==> config.mk <==
export PLATFORM = sky130hd
export DESIGN_NAME = insn_assembler
export DESIGN_NICKNAME = d
export VERILOG_FILES = /design/src/rtl/insn_asm_pkg.sv /design/src/rtl/insn_class_dec.sv /design/src/rtl/insn_field_merge.sv /design/src/rtl/insn_assembler.sv
export SDC_FILE = /design/constraint.sdc
export NUM_CORES = 1
export LEC_CHECK = 0
export ABC_AREA = 1
export BUFFER_PORTS_ARGS = -buffer_cell sky130_fd_sc_hd__buf_2
export CELL_PAD_IN_SITES_DETAIL_PLACEMENT = 1
export CELL_PAD_IN_SITES_GLOBAL_PLACEMENT = 1
export CORE_MARGIN = 3
export CORE_UTILIZATION = 40
export DETAILED_ROUTE_END_ITERATION = 12
export PLACE_DENSITY = 0.81
export SLEW_MARGIN = 20
export SYNTH_ARGS = -nofsm -noshare
export SYNTH_HDL_FRONTEND = slang
export SYNTH_HIERARCHICAL = 1
export SYNTH_SLANG_ARGS = --single-unit
==> constraint.sdc <==
create_clock -name clk -period 7.3 [get_ports clk]
set_clock_uncertainty 0.15 [all_clocks]
set_input_delay 0.365 -clock clk [delete_from_list [all_inputs] [get_ports clk]]
set_output_delay 0.365 -clock clk [all_outputs]
set_load 0.005 [all_outputs]
==> src/rtl/insn_asm_pkg.sv <==
package insn_asm_pkg;

  localparam int HALF_W = 16;
  localparam int IMM_W  = 32;

  typedef enum logic [3:0] {
    K_PLAIN, K_R4, K_NONE, K_HOLE,
    K_I4S, K_I5U, K_I6H, K_I8S, K_I8U, K_I12S,
    K_E16, K_I8E, K_I12E
  } kind_t;

  typedef enum logic {S_HEAD, S_TAIL} asm_state_t;

endpackage

==> src/rtl/insn_class_dec.sv <==
module insn_class_dec
  import insn_asm_pkg::*;
(
  input  logic [7:0] op,
  input  logic [7:0] low,
  output kind_t      kind,
  output logic       needs_ext,
  output logic       illegal
);

  always_comb begin
    kind = K_PLAIN;
    if (op inside {[8'h04:8'h06], 8'h0A, 8'h0B, [8'h64:8'h66], 8'hC8}) kind = K_E16;
    else if (op inside {[8'h0C:8'h1F], [8'h68:8'h73]})                 kind = K_I6H;
    else if (op inside {[8'h20:8'h3F]})                                kind = K_I8S;
    else if (op inside {[8'h40:8'h5F]})                                kind = K_I8E;
    else if (op inside {8'h63, 8'h90, 8'h91})                          kind = K_R4;
    else if (op inside {8'h67, [8'hE0:8'hE3]})                         kind = K_NONE;
    else if (op inside {[8'h7C:8'h7F], 8'hC7, 8'hC9})                  kind = K_I4S;
    else if (op inside {[8'h80:8'h8F]})                                kind = K_I8U;
    else if (op inside {[8'h93:8'h9F], [8'hD6:8'hDF], [8'hE4:8'hFF]})  kind = K_HOLE;
    else if (op inside {[8'hA0:8'hAF]})                                kind = K_I12E;
    else if (op inside {[8'hB0:8'hBF]})                                kind = K_I12S;
    else if (op inside {[8'hD0:8'hD5]})                                kind = K_I5U;
  end

  always_comb begin
    needs_ext = (kind == K_E16) || (kind == K_I8E) || (kind == K_I12E);
    illegal   = (kind == K_HOLE)
             || ((kind == K_R4)   && (low[7:4] != 4'h0))
             || ((kind == K_NONE) && (low != 8'h00));
  end

endmodule

==> src/rtl/insn_field_merge.sv <==
module insn_field_merge
  import insn_asm_pkg::*;
(
  input  kind_t              kind,
  input  logic [11:0]        lead,
  input  logic [HALF_W-1:0]  ext,
  output logic [IMM_W-1:0]   imm,
  output logic [3:0]         ra,
  output logic [3:0]         rb
);

  always_comb begin
    unique case (kind)
      K_I4S:   imm = {{28{lead[7]}}, lead[7:4]};
      K_I5U:   imm = {27'd0, lead[8:4]};
      K_I6H:   imm = {26'd0, lead[9:4]};
      K_I8S:   imm = {{24{lead[11]}}, lead[11:4]};
      K_I8U:   imm = {24'd0, lead[11:4]};
      K_I12S:  imm = {{20{lead[11]}}, lead[11:0]};
      K_E16:   imm = {{16{ext[15]}}, ext};
      K_I8E:   imm = {{8{lead[11]}}, lead[11:4], ext};
      K_I12E:  imm = {{4{lead[11]}}, lead[11:0], ext};
      default: imm = '0;
    endcase
  end

  always_comb begin
    if (kind == K_I6H) begin
      ra = {2'b10, lead[1:0]};
      rb = {2'b00, lead[3:2]};
    end else begin
      ra = lead[3:0];
      rb = lead[7:4];
    end
  end

endmodule

==> src/rtl/insn_assembler.sv <==
module insn_assembler
  import insn_asm_pkg::*;
#(
  parameter int          AW       = 32,
  parameter logic [31:0] RESET_PC = 32'h0
) (
  input  logic              clk,
  input  logic              rst_n,
  input  logic              hw_valid,
  input  logic [15:0]       hw_data,
  input  logic              redirect,
  input  logic [AW-1:0]     redirect_pc,
  output logic [AW-1:0]     fetch_pc,
  output logic              ins_valid,
  output logic [7:0]        ins_opcode,
  output logic [3:0]        ins_ra,
  output logic [3:0]        ins_rb,
  output logic [31:0]       ins_imm,
  output logic [AW-1:0]     ins_pc,
  output logic [AW-1:0]     ins_next_pc,
  output logic [1:0]        ins_len,
  output logic              ins_illegal
);

  localparam logic [AW-1:0] STEP    = AW'(2);
  localparam logic [AW-1:0] ALIGN_M = ~AW'(1);

  // reset: asserted asynchronously, released on a clock edge
  logic [1:0] rs_q;
  logic       rst_ok;
  always_ff @(posedge clk or negedge rst_n) begin
    if (!rst_n) rs_q <= 2'b00;
    else        rs_q <= {rs_q[0], 1'b1};
  end
  assign rst_ok = rs_q[1];

  asm_state_t        st_q, st_d;
  logic [AW-1:0]     pc_q, pc_d, start_q, start_d;
  logic [HALF_W-1:0] head_q, head_d, lead;

  kind_t             kind;
  logic              needs_ext, illegal;
  logic [IMM_W-1:0]  imm;
  logic [3:0]        ra, rb;

  logic              emit;
  logic [AW-1:0]     e_pc;
  logic [1:0]        e_len;

  assign lead = (st_q == S_TAIL) ? head_q : hw_data;

  insn_class_dec u_dec (
    .op        (lead[15:8]),
    .low       (lead[7:0]),
    .kind      (kind),
    .needs_ext (needs_ext),
    .illegal   (illegal)
  );

  insn_field_merge u_merge (
    .kind (kind),
    .lead (lead[11:0]),
    .ext  (hw_data),
    .imm  (imm),
    .ra   (ra),
    .rb   (rb)
  );

  always_comb begin
    st_d    = st_q;
    pc_d    = pc_q;
    head_d  = head_q;
    start_d = start_q;
    emit    = 1'b0;
    e_pc    = pc_q;
    e_len   = 2'd1;
    if (redirect) begin
      st_d = S_HEAD;
      pc_d = redirect_pc & ALIGN_M;
    end else if (hw_valid) begin
      pc_d = pc_q + STEP;
      if (st_q == S_HEAD) begin
        if (needs_ext && !illegal) begin
          st_d    = S_TAIL;
          head_d  = hw_data;
          start_d = pc_q;
        end else begin
          emit = 1'b1;
        end
      end else begin
        emit  = 1'b1;
        e_pc  = start_q;
        e_len = 2'd2;
        st_d  = S_HEAD;
      end
    end
  end

  always_ff @(posedge clk or negedge rst_ok) begin
    if (!rst_ok) begin
      st_q      <= S_HEAD;
      pc_q      <= RESET_PC[AW-1:0];
      head_q    <= '0;
      start_q   <= '0;
      ins_valid <= 1'b0;
    end else begin
      st_q      <= st_d;
      pc_q      <= pc_d;
      head_q    <= head_d;
      start_q   <= start_d;
      ins_valid <= emit;
    end
  end

  always_ff @(posedge clk or negedge rst_ok) begin
    if (!rst_ok) begin
      ins_opcode  <= '0;
      ins_ra      <= '0;
      ins_rb      <= '0;
      ins_imm     <= '0;
      ins_pc      <= '0;
      ins_next_pc <= '0;
      ins_len     <= '0;
      ins_illegal <= 1'b0;
    end else if (emit) begin
      ins_opcode  <= lead[15:8];
      ins_ra      <= ra;
      ins_rb      <= rb;
      ins_imm     <= imm;
      ins_pc      <= e_pc;
      ins_next_pc <= e_pc + AW'({e_len, 1'b0});
      ins_len     <= e_len;
      ins_illegal <= illegal;
    end
  end

  assign fetch_pc = pc_q;

endmodule

Word level (Yosys, flattened, before mapping)
Index checks and enable logic that the tools add are counted.
{"block": "op_classes", "mux": 32, "n_bitwise": 2, "n_reduce_logical": 33, "add_sub_neg": 2, "order_cmp": 30, "n_eq_ne": 21}
{"cell": "32-bit case mux with 9 select lines", "count": 1}
{"cell": "32-bit two-way mux", "count": 5}
{"cell": "8-bit greater-or-equal comparator (second input constant)", "count": 8}
{"cell": "8-bit less-or-equal comparator (second input constant)", "count": 8}
{"cell": "4-bit two-way mux", "count": 13}
{"cell": "8-bit equality test (second input constant)", "count": 5}
{"cell": "32-bit by 2-bit adder with 32-bit output (second input constant)", "count": 1}
{"cell": "32-bit by 3-bit adder with 32-bit output", "count": 1}
{"cell": "8-bit by 7-bit greater-or-equal comparator with 1-bit output (second input constant)", "count": 4}
{"cell": "8-bit by 7-bit less-or-equal comparator with 1-bit output (second input constant)", "count": 4}
{"cell": "4-bit equality test (second input constant)", "count": 5}
{"cell": "1-bit logical AND", "count": 18}
{"cell": "4-bit by 3-bit equality test with 1-bit output (second input constant)", "count": 4}
{"cell": "8-bit by 4-bit equality test with 1-bit output (second input constant)", "count": 2}
{"cell": "8-bit by 7-bit equality test with 1-bit output (second input constant)", "count": 2}
{"cell": "16-bit two-way mux", "count": 1}
{"cell": "3-bit nonzero test", "count": 3}
{"cell": "4-bit by 2-bit equality test with 1-bit output (second input constant)", "count": 2}
{"cell": "8-bit by 3-bit greater-or-equal comparator with 1-bit output (second input constant)", "count": 1}
{"cell": "8-bit by 4-bit greater-or-equal comparator with 1-bit output (second input constant)", "count": 1}
{"cell": "8-bit by 6-bit greater-or-equal comparator with 1-bit output (second input constant)", "count": 1}
{"cell": "8-bit by 3-bit less-or-equal comparator with 1-bit output (second input constant)", "count": 1}
{"cell": "8-bit by 5-bit less-or-equal comparator with 1-bit output (second input constant)", "count": 1}
{"cell": "8-bit by 6-bit less-or-equal comparator with 1-bit output (second input constant)", "count": 1}
{"cell": "other kinds (12)", "count": 27}
{"block": "word_totals", "wordCells": 134, "input_bits": 52, "ff_bits": 199}

Logic depth before layout (Yosys ltp)
Gate-level depths: netlist of run 1.
{"block": "logic_depth", "depth_word": 25, "ltp_mapped": 26, "mapped_depth_nobuf": 22}

By module
The synthesis of run 1 kept the hierarchy.
{"module": "insn_assembler", "seq_area_each_um2": 4879.7, "cells_each": 1216, "area_per_inst_um2": 9545.4, "instances": 1}
{"module": "insn_field_merge", "seq_area_each_um2": 0.0, "cells_each": 168, "area_per_inst_um2": 742.0, "instances": 1}
{"module": "insn_class_dec", "seq_area_each_um2": 0.0, "cells_each": 99, "area_per_inst_um2": 481.7, "instances": 1}

Worst setup path after synthesis of run 1
Ideal clock, no wire load.
{"block": "synth_timing", "path_kind": "reg2reg", "start": "register st_q", "end": "register ins_imm[28]", "required_time_ns": 7.034, "period_less_slack_ns": 3.610, "path_slack_ns": 3.690, "arrival_time_ns": 3.344, "stages_incl_launch_ff": 21, "path_cell_list": "dfrtp_1 -> buf_4 -> buf_6 -> inv_1 -> clkbuf_1 -> o21ai_0 -> inv_2 -> nand4_1 -> nand2_1 -> a21oi_1 -> nand4_1 -> inv_2 -> nor2_2 -> nand3_2 -> nand2_2 -> nor2_2 -> buf_6 -> nand2_1 -> buf_4 -> nand2_1 -> nand2_1"}
{"element": "start, declared", "line": "insn_assembler.sv:37", "source": "asm_state_t st_q, st_d;"}
{"element": "start signal, assigned", "line": "insn_assembler.sv:107", "source": "st_q <= st_d;"}
{"element": "16-bit two-way mux (*)", "line": "insn_assembler.sv:50", "source": "assign lead = (st_q == S_TAIL) ? head_q : hw_data;"}
{"element": "via lead[11]", "line": "insn_assembler.sv:39", "source": "logic [HALF_W-1:0] head_q, head_d, lead;"}
{"element": "8-bit greater-or-equal comparator / 8-bit less-or-equal comparator (equally long branches)", "line": "insn_class_dec.sv:24", "source": "else if (op inside {[8'hD0:8'hD5]}) kind = K_I5U;"}
{"element": "1-bit logical AND", "line": "insn_class_dec.sv:24"}
{"element": "3-bit two-way mux", "line": "insn_class_dec.sv:24"}
{"element": "4-bit two-way mux", "line": "insn_class_dec.sv:23", "source": "else if (op inside {[8'hB0:8'hBF]}) kind = K_I12S;"}
{"element": "4-bit two-way mux", "line": "insn_class_dec.sv:22", "source": "else if (op inside {[8'hA0:8'hAF]}) kind = K_I12E;"}
{"element": "4-bit two-way mux", "line": "insn_class_dec.sv:21", "source": "else if (op inside {[8'h93:8'h9F], [8'hD6:8'hDF], [8'hE4:8'hFF]}) kind = K_HOLE;"}
{"element": "[4 not listed]"}
{"element": "4-bit two-way mux", "line": "insn_class_dec.sv:16", "source": "else if (op inside {[8'h40:8'h5F]}) kind = K_I8E;"}
{"element": "4-bit two-way mux", "line": "insn_class_dec.sv:15", "source": "else if (op inside {[8'h20:8'h3F]}) kind = K_I8S;"}
{"element": "4-bit two-way mux", "line": "insn_class_dec.sv:14", "source": "else if (op inside {[8'h0C:8'h1F], [8'h68:8'h73]}) kind = K_I6H;"}
{"element": "4-bit two-way mux (*)", "line": "insn_class_dec.sv:13", "source": "if (op inside {[8'h04:8'h06], 8'h0A, 8'h0B, [8'h64:8'h66], 8'hC8}) kind = K_E16;"}
{"element": "via kind[2]", "line": "insn_assembler.sv:41", "source": "kind_t kind;"}
{"element": "4-bit equality test / 4-bit by 3-bit equality test with 1-bit output (equally long branches)", "line": "insn_field_merge.sv:13", "source": "unique case (kind)"}
{"element": "32-bit case mux with 9 select lines (*)", "line": "insn_field_merge.sv:13"}
{"element": "via imm[28]", "line": "insn_assembler.sv:43", "source": "logic [IMM_W-1:0] imm;"}
{"element": "end signal, assigned", "line": "insn_assembler.sv:129", "source": "ins_imm <= imm;"}
{"element": "end, declared", "line": "insn_assembler.sv:18", "source": "output logic [31:0] ins_imm,"}
Mark *: on every way through the listed nets, which the timed path passes. The rest lies on a longest branch.
A chain may end at the register's enable or synchronous reset.

Worst setup path after layout of run 1
{"block": "layout_timing", "start": "register st_q", "end": "register ins_next_pc[18]"}
{"block": "layout_via", "elab_chain_len": 25}
{"element": "16-bit two-way mux (*)", "line": "insn_assembler.sv:50"}
{"element": "via lead[15]", "line": "insn_assembler.sv:39"}
{"element": "8-bit greater-or-equal comparator / 8-bit less-or-equal comparator (equally long branches)", "line": "insn_class_dec.sv:24"}
{"element": "1-bit logical AND", "line": "insn_class_dec.sv:24"}
{"element": "3-bit two-way mux", "line": "insn_class_dec.sv:24"}
{"element": "4-bit two-way mux", "line": "insn_class_dec.sv:23"}
{"element": "4-bit two-way mux", "line": "insn_class_dec.sv:22"}
{"element": "4-bit two-way mux", "line": "insn_class_dec.sv:21"}
{"element": "[11 not listed]"}
{"element": "1-bit logical OR (*)", "line": "insn_class_dec.sv:31", "source": "|| ((kind == K_NONE) && (low != 8'h00));"}
{"element": "via illegal", "line": "insn_assembler.sv:42", "source": "logic needs_ext, illegal;"}
{"element": "1-bit zero test (*)", "line": "insn_assembler.sv:83", "source": "if (needs_ext && !illegal) begin"}
{"element": "1-bit logical AND (*)", "line": "insn_assembler.sv:83"}
{"element": "1-bit two-way mux (*)", "line": "insn_assembler.sv:83"}
{"element": "1-bit two-way mux (*)", "line": "insn_assembler.sv:82", "source": "if (st_q == S_HEAD) begin"}
{"element": "1-bit two-way mux (*)", "line": "insn_assembler.sv:80", "source": "end else if (hw_valid) begin"}
{"element": "1-bit two-way mux (*)", "line": "insn_assembler.sv:77", "source": "if (redirect) begin"}
{"element": "end signal, assigned", "line": "insn_assembler.sv:131", "source": "ins_next_pc <= e_pc + AW'({e_len, 1'b0});"}
{"element": "end, declared", "line": "insn_assembler.sv:20", "source": "output logic [AW-1:0] ins_next_pc,"}
Marks and branches as above.

==> results by group, run 1 <==
Layout
  – Area grow syn2layout: 16.24%
  – Utilization after layout: 47.63%
  – Post-route cell area: 12520 µm²
  – N_diodes: 0
  – Post-layout net count: 1706
  – Fin cells: 1997
  – Layout cells sized above 1: 18.05%

Logic synthesis
  – Fraction of the mapped netlist area in simple logic gates: 35.33%
  – Fraction of synthesized area in multiplexers: 0%
  – Synthesis-stage register bit count: 195
  – Synthesized area: 10770 µm²
  – Synth top area cells: dfrtp_1, nand2_1, o21ai_0
  – Synth Area in Compound Gates: 8.609%
  – Mapped Cells: 1483
  – Total number of yosys warnings: 6
  – Most area-hungry cell type in the Yosys netlist: dfrtp_1
  – Largest family of logic cells by synthesized area: simple AND/OR/NAND/NOR gates
  – Top cell type's share of synthesized area: 45.31%
  – Mean post-synth cell area: 7.262 µm²
  – Yosys cell types: 44
  – XOR/XNOR share of the synthesized area: 1.545%
  – Post-synthesis adder-cell area fraction: 0.5344%
  – Register area share after synthesis: 45.31%

Clocking
  – Reg clk slew, reported paths: 80 ps
  – Bufs on Longest Clock Path: 2
  – Cts hold-fix bufs: 4
  – Clock sink count: 195
  – Clock Latency Late Sink: 430 ps
  – Post-CTS setup buffer count: 0
  – Root buffer cell: clkbuf_16
  – Inserted Clock Buffers: 17
  – Post-CTS Resized: 0
  – H-tree levels: 4
  – CTS tree: yes

Global route
  – Initial antenna violation count: 0
  – Largest net degree at the start of global routing: 105
  – First-pass GRT wire length: 56230 µm
  – Number of global-route vias before repair: 10.64k
  – GRT overflow: 0
  – Total track usage: 24.07%

Floorplanning
  – # rows: 59
  – Core box area: 26280 µm²
  – Die width: 170.1 µm
  – Die height: 170.1 µm
  – Die ar.: 28930 µm²
  – Initial core utilization: 40.98%
  – Ports: 200

Routing
  – DRT met1 WL: 17350 µm
  – Drt first pass iters: 4
  – ANT nets after route: 0
  – Initial drt markers: 605
  – WL final: 34660 µm
  – DRC viols: 0
  – Top routing layer in use: met4
  – Vias per cell: 5.212
  – Via count: 10.41k
  – WL met2: 15340 µm
  – Wire length per cell: 17.35 µm
  – Met3 wire len: 1368 µm

Worst setup path
  – CP Data Required Time: 7500 ps
  – Crit. End Element: register
  – WS Path Type: register to register
  – R2R cell count: 17
  – R2r setup slk: 1970 ps
  – Crit-path cells: inv_1, buf_4, o21ai_0, nand2_2, inv_1, nand2_1, o22ai_1, nand2_1, nand3_1, nor2_1, nand2_1, nand2_4, inv_2, nand4_1, nor2_1, nand2_1, o211ai_1
  – Worst path slowest cell: dfrtp_1
  – CP most frequent cell: nand2_1
  – Startpoint class of the critical path: register
  – CP Max Fanout: 44
  – Worst path arrival time: 5530 ps
  – Crit-path max cell delay: 860 ps

STA
  – Setup TNS: 0 ps
  – Period utilisation layout: 73.03%
  – Hold_ws: 15.05 ps
  – # setup viols final: 0
  – RSZ-0062 raised after global routing: no
  – Hold Violations, Final: 0
  – Max Clock Freq: 0.1876 GHz
  – Period minus WS final: 5331 ps
  – Final Worst Setup Slack: 1969 ps
  – Relative slew slack: 33.05%
  – Slew Limit Fails: 0
  – Worst slew pin tran: 1004 ps

Place
  – PortBufs: 195
  – Area after DPL: 11880 µm²
  – Final weighted congestion in routability-driven placement: 0.9263
  – HPWL Detailed: 25410 µm
  – Dpl ws: 1927 ps
  – Placed insts: 1962

Pwr
  – Leakage: 6.630 nW
  – Peak VDD IR: 0.1508 mV
  – PD cells: 284.2 nW/µm²
  – Tot Pwr: 3.558 mW

Worst hold path
  – Hold/Removal Path Class: input pin to register
  – Hold Path Stages: 3

Run
  – Max cap viols: 0

Outcome
  – Status: complete, no violations
power breakdown:
part,total (mW),internal (mW),switching [mW],leakage (nW)
clock,0.974,0.537,0.437,0.285
sequential,1.60,1.40,0.204,2.43
combinational,0.981,0.372,0.609,3.91
cell usage in the layout, fill, tap and decap left out, types with 3 or more instances in the layout:
master,Yosys,layout
dlygate4sd3_1,0,4
nand4_1,37,37
clkbuf_8,0,3
clkbuf_16,0,17
buf_4,14,16
conb_1,2,4
nor3_1,14,14
nor2_4,8,8
clkinv_4,0,3
nand3_1,84,84
dfrtp_1,195,194
inv_1,122,122
o211ai_1,17,17
buf_2,21,195
ha_1,3,3
nand3_2,7,7
o21a_1,4,4
nand2_1,606,605
nand2_2,11,11
inv_2,10,10
xor2_1,17,17
a21oi_1,14,14
nor2_1,107,107
o21ai_0,97,97
nor2_2,17,17
a22oi_1,17,17
state kept, by name (all words and copies together) (netlist names):
name / cells
ins_rb: 4
head_q: 16
ins_illegal: 1
st_q: 1
ins_valid: 1
ins_len: 2
start_q: 31
ins_opcode: 8
fetch_pc: 31
ins_next_pc: 31
ins_imm: 32
ins_pc: 31
ins_ra: 4
rs_q: 2
worst max-delay path: cells and delay by family, from the launching register on:
family	cells	cell delay [ps]
AOI/OAI and AO/OA	3	1060
buffers and inverters	4	1760
DFF	1	860
and+or+nand+nor	10	1430
per-layer routing:
metal	vias up	GRT usage [%]
li1	5029	-
met3	38	2.997
met4	0	6.279
met1	5118	35.98
met2	223	37.08
met5	-	0
kinds of logic (layout without fill, tap and decap cells):
logic type,after synthesis,after routing
and+or+nand+nor,899,899
DFF,195,195
buffers and inverters,203,380
AOI/OAI and AO/OA,161,161
other,2,4
adders and majority gates,4,4
xor gates and xnor gates,19,19
worst paths after layout:
path	from	endpoint
hold / removal	redirect_pc[27]	fetch_pc[27]$_DFFE_PN0N_
setup reg to reg	st_q$_DFFE_PN0N_	ins_next_pc[18]$_DFFE_PN0P_
max in group asynchronous	rs_q[1]$_DFF_PN0_	ins_next_pc[28]$_DFFE_PN0P_
setup / recovery	st_q$_DFFE_PN0N_	ins_next_pc[18]$_DFFE_PN0P_
hold reg to reg	rs_q[0]$_DFF_PN0_	rs_q[1]$_DFF_PN0_
min in group asynchronous	rst_n	rs_q[1]$_DFF_PN0_
cells in the mapped netlist, drive strengths merged:
library cell / count
a21boi: 1
a21o: 1
a21oi: 14
a22oi: 17
a31o: 1
a31oi: 1
buf: 48
clkbuf: 21
clkinv: 1
conb: 2
dfrtp: 195
fa: 1
ha: 3
inv: 133
nand2: 617
nand3: 92
nand3b: 1
nand4: 37
nor2: 132
nor2b: 2
nor3: 16
nor3b: 1
nor4: 1
o211ai: 17
o21a: 4
o21ai: 99
o21bai: 1
o221ai: 2
o22ai: 1
o31ai: 2
xnor2: 2
xor2: 17
final cells by class:
| cell class | instances | area [µm²] |
|---|---|---|
| fill | 3463 | 13760 |
| multi-input combinational | 1087 | 4979 |
| sequential | 195 | 4883 |
| timing repair buffer | 215 | 1136 |
| inverter | 134 | 505.5 |
| clock buffer | 22 | 474.2 |
| tap | 335 | 419.2 |
| clock inverter | 9 | 121.4 |
No activity file was read; power rests on OpenSTA's default activity.
==> inputs of run 2 (changes only) <==
- ABC_AREA: 1 -> 0
- CORE_UTILIZATION: 40 -> 43
- PLACE_DENSITY: 0.81 -> 0.82
- clock period: 7.3 -> 5.25 ns (I/O delays scaled with it)
==> results by group, run 2 <==
Run
  – Max cap viols: 0

Pwr
  – Logic pwr share: 28.3%
  – Leakage: 6.014 nW
  – Clock share of power: 26.4%
  – Peak VDD IR: 0.1764 mV
  – Pint: 3.286 mW
  – P_sw: 1.811 mW
  – Switching share of power: 35.54%
  – PD cells: 392.6 nW/µm²
  – Tot Pwr: 5.098 mW
  – Seq pwr share: 45.3%

STA
  – Max Clock Freq: 0.2175 GHz
  – Period minus WS final: 4597 ps
  – # setup viols final: 0
  – Slew Limit Fails: 0
  – RSZ-0062 raised after global routing: no
  – Worst slew pin tran: 965.7 ps
  – Hold Violations, Final: 0
  – Setup TNS: 0 ps
  – Final Worst Setup Slack: 652.8 ps
  – Period utilisation layout: 87.57%
  – Relative slew slack: 35.12%

Logic synthesis
  – Top cell type's share of synthesized area: 45.15%
  – Synth top area cells: dfrtp_1, nand2_1, mux2_2
  – Most area-hungry cell type in the Yosys netlist: dfrtp_1
  – Number of enable flip-flop cells after synthesis: 0
  – Register area share after synthesis: 45.15%
  – Yosys cell types: 89
  – Top cells by count, synth: nand2_1, dfrtp_1, o21ai_0
  – Synthesized area: 10810 µm²
  – Synthesis-stage register bit count: 195
  – Count leader, synth: nand2_1
  – Mapped Cells: 1147
  – Top FF cell, synth: dfrtp_1
  – Mean post-synth cell area: 9.422 µm²
  – Total number of yosys warnings: 6
  – Share of synthesized registers carrying an async set or reset: 100.0%

Global route
  – Number of global-route vias before repair: 10.24k
  – Initial antenna violation count: 0
  – First-pass GRT wire length: 55680 µm
  – GRT overflow: 0
  – Largest net degree at the start of global routing: 158
  – Total track usage: 25.89%

Layout
  – Post-layout net count: 1397
  – Biggest register: ins_imm
  – Post-route cell area: 12980 µm²
  – # fillers: 2857
  – Commonest non-fill, non-tap cell in the layout: nand2_1
  – Area grow syn2layout: 20.15%
  – Max reg flops: 32
  – Utilization after layout: 52.92%
  – Layout cells sized above 1: 25.85%
  – Most frequent cells in the layout: nand2_1, buf_2, dfrtp_1, o21ai_0, mux2_2

Worst setup path
  – Crit-path cells: mux2_2, or4b_1, a221o_1, o21a_2, nand4b_4, o21ai_2, a211oi_2, nor3b_1, or3b_4, inv_2, buf_4, o21ai_0, o21ai_1
  – Crit-path max cell delay: 590 ps
  – Startpoint class of the critical path: register
  – CP Max Fanout: 59
  – Worst path slowest cell: dfrtp_1
  – Worst path arrival time: 4810 ps
  – Crit-path leading delay family: simple AND/OR/NAND/NOR gates
  – Crit. End Element: register
  – CP Buf/Inv Count: 2
  – CP Data Required Time: 5470 ps
  – WS Path Type: register to register

Floorplanning
  – Die ar.: 27070 µm²
  – Core box area: 24530 µm²
  – Initial core utilization: 44.05%
  – Ports: 200
  – Die width: 164.5 µm
  – # rows: 57
  – Die height: 164.5 µm

Clocking
  – Post-CTS Resized: 0
  – Post-CTS setup buffer count: 0
  – Cts hold-fix bufs: 49
  – Clock Latency Late Sink: 450 ps
  – Inserted Clock Buffers: 17
  – Reg clk slew, reported paths: 70 ps
  – Root buffer cell: clkbuf_16
  – Clock sink count: 195
  – CTS tree: yes
  – H-tree levels: 4
  – Bufs on Longest Clock Path: 2

Routing
  – WL final: 35220 µm
  – Drt first pass iters: 4
  – Wire length per cell: 20.98 µm
  – Initial drt markers: 741
  – ANT nets after route: 0
  – Vias per cell: 5.764
  – Via count: 9678
  – DRC viols: 0

Place
  – Area after DPL: 11870 µm²
  – PortBufs: 195
  – HPWL Detailed: 23470 µm
  – Final weighted congestion in routability-driven placement: 0.8298
  – Dpl ws: 662.6 ps

Worst hold path
  – Hold/Removal Path Class: input pin to register

Outcome
  – Status: complete, no violations
-- run 2: layout make-up --
type,count,area [µm²],share of cell area [%]
Antenna cell,1,2.502,0.01927
Clock buffer,18,429.2,3.305
Clock inverter,14,165.2,1.272
Inverter,11,46.29,0.3566
Multi-Input combinational cell,856,5420,41.75
Sequential cell,195,4883,37.61
Tap cell,324,405.4,3.122
Timing Repair Buffer,260,1632,12.57
-- run 2: power groups by stage --
stage | clock network (mW) | registers (mW) | logic (mW)
after global routing | 1.43 | 2.37 | 1.60
after floorplan | 0 | 2.26 | 0.855
after detailed placement | 0 | 2.33 | 1.39
after global placement | 0 | 2.30 | 1.32
after CTS | 1.37 | 2.31 | 1.43
final | 1.34 | 2.31 | 1.44
-- run 2: cell families after synthesis --
| kind of cell | after synthesis | synth area share [%] |
|---|---|---|
| buffers and inverters | 98 | 4.782 |
| XOR/XNOR | 43 | 3.485 |
| other | 2 | 0.06949 |
| flip-flops | 195 | 45.15 |
| adder cells (fa/ha/maj) | 4 | 0.5326 |
| AND/OR/NAND/NOR | 493 | 22.95 |
| multiplexers | 100 | 10.13 |
| AO/OA/AOI/OAI | 212 | 12.90 |
-- run 2: through the flow --
step                      hold WS (ps)  instances
after floorplan                 -183.1       1149
after global placement          -102.5       1596
after detailed placement        -98.62       1596
after CTS                        142.9       1677
after global routing             190.1       1678
final                            151.0       1679
-- run 2: worst reg2reg max path, cell delays in order, from the launching register on --
cell and delay (ps):
dfrtp_1 590, mux2_2 530, or4b_1 570, a221o_1 270, o21a_2 140, nand4b_4 260
o21ai_2 100, a211oi_2 280, nor3b_1 110, or3b_4 410, inv_2 210, buf_4 550
o21ai_0 220, o21ai_1 150
-- run 2: final timing paths --
kind	end	cells past startpoint	start	slack (ps)
min reg2reg	ins_next_pc[26]$_DFFE_PN0P_	0	rs_q[1]$_DFF_PN0_	170
min in group asynchronous	ins_next_pc[26]$_DFFE_PN0P_	0	rs_q[1]$_DFF_PN0_	170
max in group asynchronous	start_q[18]$_DFFE_PN0P_	1	rs_q[1]$_DFF_PN0_	3760
min	fetch_pc[1]$_DFFE_PN0N_	3	hw_valid	150
max reg2reg	ins_next_pc[6]$_DFFE_PN0P_	13	st_q$_DFFE_PN0N_	650
max	ins_next_pc[6]$_DFFE_PN0P_	13	st_q$_DFFE_PN0N_	650
-- run 2: layer usage --
metal / track usage, % / vias to the layer above / wire length, µm
met3: 4.414 / 66 / 1746
met1: 33.48 / 4913 / 14970
met4: 9.455 / 0 / 942
met5: 0 / - / 0
li1: - / 4410 / -
met2: 43.69 / 289 / 17560
